<file path="src/rtl/cfgport_bridge.sv">
module cfgport_bridge #(
  parameter int WDEPTH = 16,
  parameter int RDEPTH = 16,
  parameter int ADDR_W = 12
) (
  input  logic              clk,
  input  logic              rst_n,
  input  logic              reg_wr,
  input  logic              reg_rd,
  input  logic [ADDR_W-1:0] reg_addr,
  input  logic [31:0]       reg_wdata,
  output logic [31:0]       reg_rdata,
  output logic              irq,
  input  logic              startup_done,
  output logic [31:0]       cfg_out_data,
  output logic              cfg_out_valid,
  input  logic              cfg_out_ready,
  input  logic [31:0]       cfg_in_data,
  input  logic              cfg_in_valid,
  output logic              cfg_in_ready
);
  localparam int WAW = $clog2(WDEPTH);
  localparam int RAW = $clog2(RDEPTH);
  localparam logic [WAW:0]   WFULL = (WAW+1)'(WDEPTH);
  localparam logic [RAW:0]   RFULL = (RAW+1)'(RDEPTH);
  localparam logic [WAW:0]   WC1 = 1;
  localparam logic [RAW:0]   RC1 = 1;
  localparam logic [WAW-1:0] WP1 = 1;
  localparam logic [RAW-1:0] RP1 = 1;
  localparam logic [ADDR_W-1:0] A_GEN = ADDR_W'(12'h01C);
  localparam logic [ADDR_W-1:0] A_IST = ADDR_W'(12'h020);
  localparam logic [ADDR_W-1:0] A_IEN = ADDR_W'(12'h028);
  localparam logic [ADDR_W-1:0] A_WDAT = ADDR_W'(12'h100);
  localparam logic [ADDR_W-1:0] A_RDAT = ADDR_W'(12'h104);
  localparam logic [ADDR_W-1:0] A_SIZE = ADDR_W'(12'h108);
  localparam logic [ADDR_W-1:0] A_CTL = ADDR_W'(12'h10C);
  localparam logic [ADDR_W-1:0] A_STAT = ADDR_W'(12'h110);
  localparam logic [ADDR_W-1:0] A_VAC = ADDR_W'(12'h114);
  localparam logic [ADDR_W-1:0] A_OCC = ADDR_W'(12'h118);

  logic [31:0]    wmem [WDEPTH];
  logic [31:0]    rmem [RDEPTH];
  logic [WAW-1:0] whead, wtail;
  logic [RAW-1:0] rhead, rtail;
  logic [WAW:0]   wcount;
  logic [RAW:0]   rcount;
  logic           wr_busy, rd_busy, gie, ier, ovf;
  logic [31:0]    size_q, rd_left;

  wire wr_data_hit = reg_wr && reg_addr == A_WDAT;
  wire ctl_hit     = reg_wr && reg_addr == A_CTL;
  wire push_w      = wr_data_hit && wcount != WFULL;
  wire drop_w      = wr_data_hit && wcount == WFULL;
  wire pop_r       = reg_rd && reg_addr == A_RDAT && rcount != 0;
  wire out_fire    = cfg_out_valid && cfg_out_ready;
  wire in_fire     = cfg_in_valid && cfg_in_ready;

  assign cfg_out_valid = wr_busy && wcount != 0;
  assign cfg_out_data  = wmem[whead];
  assign cfg_in_ready  = rd_busy && rd_left != 0 && rcount != RFULL;
  assign irq           = gie && ier && ovf;

  always_ff @(posedge clk) begin
    if (push_w) wmem[wtail] <= reg_wdata;
    if (in_fire) rmem[rtail] <= cfg_in_data;
  end

  always_ff @(posedge clk) begin
    if (!rst_n) begin
      whead <= '0; wtail <= '0; wcount <= '0;
      rhead <= '0; rtail <= '0; rcount <= '0;
    end else begin
      if (push_w) wtail <= wtail + WP1;
      if (out_fire) whead <= whead + WP1;
      case ({push_w, out_fire})
        2'b10: wcount <= wcount + WC1;
        2'b01: wcount <= wcount - WC1;
        default: ;
      endcase
      if (in_fire) rtail <= rtail + RP1;
      if (pop_r) rhead <= rhead + RP1;
      case ({in_fire, pop_r})
        2'b10: rcount <= rcount + RC1;
        2'b01: rcount <= rcount - RC1;
        default: ;
      endcase
    end
  end

  always_ff @(posedge clk) begin
    if (!rst_n) begin
      wr_busy <= 1'b0; rd_busy <= 1'b0; rd_left <= '0;
      size_q <= '0; gie <= 1'b0; ier <= 1'b0; ovf <= 1'b0;
    end else begin
      if (wr_busy && wcount == 0) wr_busy <= 1'b0;
      else if (ctl_hit && reg_wdata[0]) wr_busy <= 1'b1;
      if (rd_busy && rd_left == 0) rd_busy <= 1'b0;
      else if (ctl_hit && reg_wdata[1] && !rd_busy) begin
        rd_busy <= 1'b1;
        rd_left <= size_q;
      end else if (in_fire) rd_left <= rd_left - 32'd1;
      if (reg_wr && reg_addr == A_SIZE) size_q <= reg_wdata;
      if (reg_wr && reg_addr == A_GEN) gie <= reg_wdata[0];
      if (reg_wr && reg_addr == A_IEN) ier <= reg_wdata[0];
      if (drop_w) ovf <= 1'b1;
      else if (reg_wr && reg_addr == A_IST && reg_wdata[0]) ovf <= 1'b0;
    end
  end

  always_comb begin
    reg_rdata = '0;
    case (reg_addr)
      A_GEN:  reg_rdata = {31'b0, gie};
      A_IST:  reg_rdata = {31'b0, ovf};
      A_IEN:  reg_rdata = {31'b0, ier};
      A_RDAT: reg_rdata = (rcount != 0) ? rmem[rhead] : 32'b0;
      A_SIZE: reg_rdata = size_q;
      A_CTL:  reg_rdata = {30'b0, rd_busy, wr_busy};
      A_STAT: reg_rdata = {29'b0, startup_done, 1'b0, !(wr_busy || rd_busy)};
      A_VAC:  reg_rdata = 32'(WDEPTH) - 32'(wcount);
      A_OCC:  reg_rdata = 32'(rcount);
      default: reg_rdata = '0;
    endcase
  end
endmodule

</file>
<file path="config.mk">
export PLATFORM = sky130hd
export DESIGN_NAME = cfgport_bridge
export DESIGN_NICKNAME = d
export VERILOG_FILES = /design/src/rtl/cfgport_bridge.sv
export SDC_FILE = /design/constraint.sdc
export NUM_CORES = 1
export LEC_CHECK = 0
export BUFFER_PORTS_ARGS = -buffer_cell sky130_fd_sc_hd__buf_4
export CAP_MARGIN = 20
export CORE_UTILIZATION = 30
export CTS_BUF_LIST = sky130_fd_sc_hd__clkbuf_8
export DETAILED_ROUTE_END_ITERATION = 7
export SYNTH_ARGS = -nofsm -noshare
export SYNTH_HDL_FRONTEND = slang
export SYNTH_SLANG_ARGS = --single-unit
</file>
<file path="constraint.sdc">
create_clock -name clk -period 5.5 [get_ports clk]
set_clock_uncertainty 0.15 [all_clocks]
set_input_delay 0.275 -clock clk [delete_from_list [all_inputs] [get_ports clk]]
set_output_delay 0.275 -clock clk [all_outputs]
set_load 0.01 [all_outputs]
</file>
==> metrics <==
Peak VDD IR=0.000204 V; gr ovfl total=0; site row count=140; GP Congestion=0.820; initial antenna violation count=12; Multi-input gate area=10800 um2; Avg Synthesized Cell Area=20.3 um2; Starting Density=0.302; Net Count, Synth=2269; Cell Int Power=12.7 mW; fmax=0.233 GHz; r2r worst-path depth=14; area of the core=146000 um2; die span in x=385 um; Setup violations, final=0; Static Leak=16.2 nW; Startpoint Class=flip-flop; Seq/Total Area, Yosys=0.747; CP max FO=36; gr usage total=0.150; Final Slew Violations=0; setup TNS=0 ps; drt initial violations=2083; Final Hold Fails=0; Final HPWL DP=71.6 mm; CTS H-tree depth=4; FFs w/ async S/R, synth=0; die height=385 um; Worst Path Required=5080 ps; via count=22600; RSZ-0062 raised after global routing=no; TritonCTS Buffers=173; switch share=0.210; P per Cell Area=310 nW/um2; first-pass GRT wire length=161 mm; Yosys top cell area share=0.700; DR pass1 iterations=7; # nets final=2629; power share of the clock group=0.405; per-cell routed wire length=24.3 um; Overall Power=16.1 mW; DR vias/cell=4.93; clock slew at reported path FFs=70 ps; CTS tree=done; Fillers=13400; Clock Latency Late Sink=860 ps; status=finished clean; vias in the first global route=22800; post-synth top area cell=edfxtp_1; Seq pwr share=0.579; flops & latches, synth=1127; number of port buffers=149; CTS Sinks=1127; Post-CTS Setup Inserts=0; worst hold path type=primary input to flip-flop; mapped cell area=43900 um2; largest net degree at the start of global routing=79; Final min period=4290 ps; Top Ports=150; Area growth syn-to-layout=18.5%; Sw Pwr=3.39 mW; die area=148000 um2; R2R setup slack=1510 ps; WP depth=5; CP Buf/Inv Count=2; DRC=0; hold path cells=2; critical path cell sequence=buf_4 > mux4_2 > mux4_2 > a221o_1 > buf_4; FF+latch area=32800 um2; Post-Syn Instances=2164; Root Buffer=clkbuf_8; WL final=111 mm; slew margin rel.=0.264; CTS Buffer Depth=3; Post-synth top flop=edfxtp_1; combinational share of power=0.016; Synth cell types=61; antenna viol nets, final=0; YS warnings=0; Synth area leaders=edfxtp_1 (70%), mux4_2 (16%), dfxtp_1 (4.7%); Worst EP arrival=3860 ps; Max Cap Viol=0; critical path type=flip-flop to primary output; crit-path leading delay family=multiplexers; Post-synth EDFFs=1024; fin crit share=0.779; Worst path slowest cell=dfxtp_4; Worst Setup End Kind=primary output; Worst-Margin Slew=1100 ps; share of layout cells above drive strength 1=0.302; worst stage delay on the critical path=860 ps
[sequential cells by signal, indices dropped and copies added, names as in the netlist, 4 cells and up, named ones only]
name	count
size_q	32
wtail	4
rcount	5
wmem	512
whead	4
rd_left	32
rhead	4
rmem	512
wcount	5
rtail	4
[synthesized netlist by cell type, types with 16 or more instances]
cell and number:
o21ai_0 24, a221o_1 28, dfxtp_1 103, xor2_1 16, nor3_1 27, buf_2 20, inv_1 17, nand2_1 138
mux4_2 318, clkbuf_1 65, edfxtp_1 1024, nand3_1 20, nor2_1 90, ha_1 21, a21oi_1 78, buf_1 30
[power groups by stage]
stage / combinational, mW / sequential (mW) / clock (mW)
6_report: 0.262 / 9.33 / 6.53
5_1_grt: 0.280 / 9.32 / 7.07
4_1_cts: 0.264 / 9.32 / 6.70
3_5_place_dp: 0.215 / 9.51 / 0
3_3_place_gp: 0.208 / 9.51 / 0
2_1_floorplan: 0.0182 / 9.51 / 0
[routing by layer]
layer  share of wire  global-route usage
met5         0.00066                   0
met4           0.023              0.0464
met3           0.080              0.0433
met2            0.46               0.227
met1            0.44               0.209
[repair_timing]
| action | in CTS | in global routing |
|---|---|---|
| hold buffers | 86 | 0 |
| resized for setup | 0 | 0 |
| hold endpoints to repair | 1103 | 0 |
[cells by family (layout without fill, tap and decap cells)]
family	after synthesis	in the layout	share of synthesized area
other	0	4	0
AOI/OAI and AO/OA	177	177	0.0269
muxes	326	326	0.165
buffers and inverters	135	628	0.0122
adders and majority gates	22	22	0.00644
and+or+nand+nor	354	354	0.0380
DFF	1127	1127	0.747
xor gates and xnor gates	23	23	0.00459
[per-stage QoR]
step | std cells | area, um2 | hold WS (ps) | setup WS, ps | util
floorplan | 2164 | 43900 | 224 | 832 | -
global placement | 4166 | 47700 | 297 | 1340 | 0.328
detailed placement | 4178 | 47900 | 298 | 1310 | 0.329
CTS | 4572 | 52000 | 60.5 | 1030 | 0.357
global route | 4576 | 52000 | 110 | 949 | 0.357
finish | 4578 | 52000 | 133 | 1210 | 0.357
[path summary, 6_finish.rpt]
check	to	start
setup / recovery	reg_rdata[22]	flip-flop
hold / removal	rmem[7][28]$_DFFE_PP_	cfg_in_data[28]
setup reg to reg	rcount[4]$_SDFFE_PN0P_	rd_left[0]$_SDFFE_PN0P_
hold reg to reg	rd_left[18]$_SDFFE_PN0P_	rd_left[18]$_SDFFE_PN0P_
[cells in the final DEF (no fill, tap or decap), drive strengths merged, types with 4 or more instances in the layout]
cell	synthesis	routed
dlygate4sd3	0	86
a21oi	78	78
nor2	90	90
nand2	138	138
xor2	16	16
and2	4	4
a221oi	4	4
or4	5	5
nand2b	8	8
a22oi	5	5
a221o	28	28
inv	18	75
a32oi	4	4
o21ai	26	26
clkinv	1	53
diode	0	4
buf	51	215
a222oi	5	5
mux4	318	318
and3	8	8
dfxtp	103	103
ha	21	21
nor2b	4	4
or3	7	7
nand3	20	20
edfxtp	1024	1024
a31oi	4	4
o311ai	5	5
nor3	32	32
xnor2	7	7
clkinvlp	0	4
nor4	15	15
clkbuf	65	192
nand4	14	14
mux2i	6	6
[worst register-to-register path, delay by kind of cell (launching register included)]
family / cells / cell delay (ps)
DFF: 1 / 320
AOI/OAI and AO/OA: 5 / 1160
xor gates and xnor gates: 1 / 100
adders and majority gates: 3 / 690
and+or+nand+nor: 3 / 1070
buffers and inverters: 2 / 340
[layout make-up]
type / count / share of cell area
antenna: 4 / 0.000192
multi-input combinational: 902 / 0.208
clock inverter: 116 / 0.0107
timing repair buffer: 301 / 0.0520
sequential: 1127 / 0.631
tap: 1917 / 0.0461
clock buffer: 192 / 0.0508
inverter: 19 / 0.00137
Note: power is estimated with default switching activity, not from simulation.
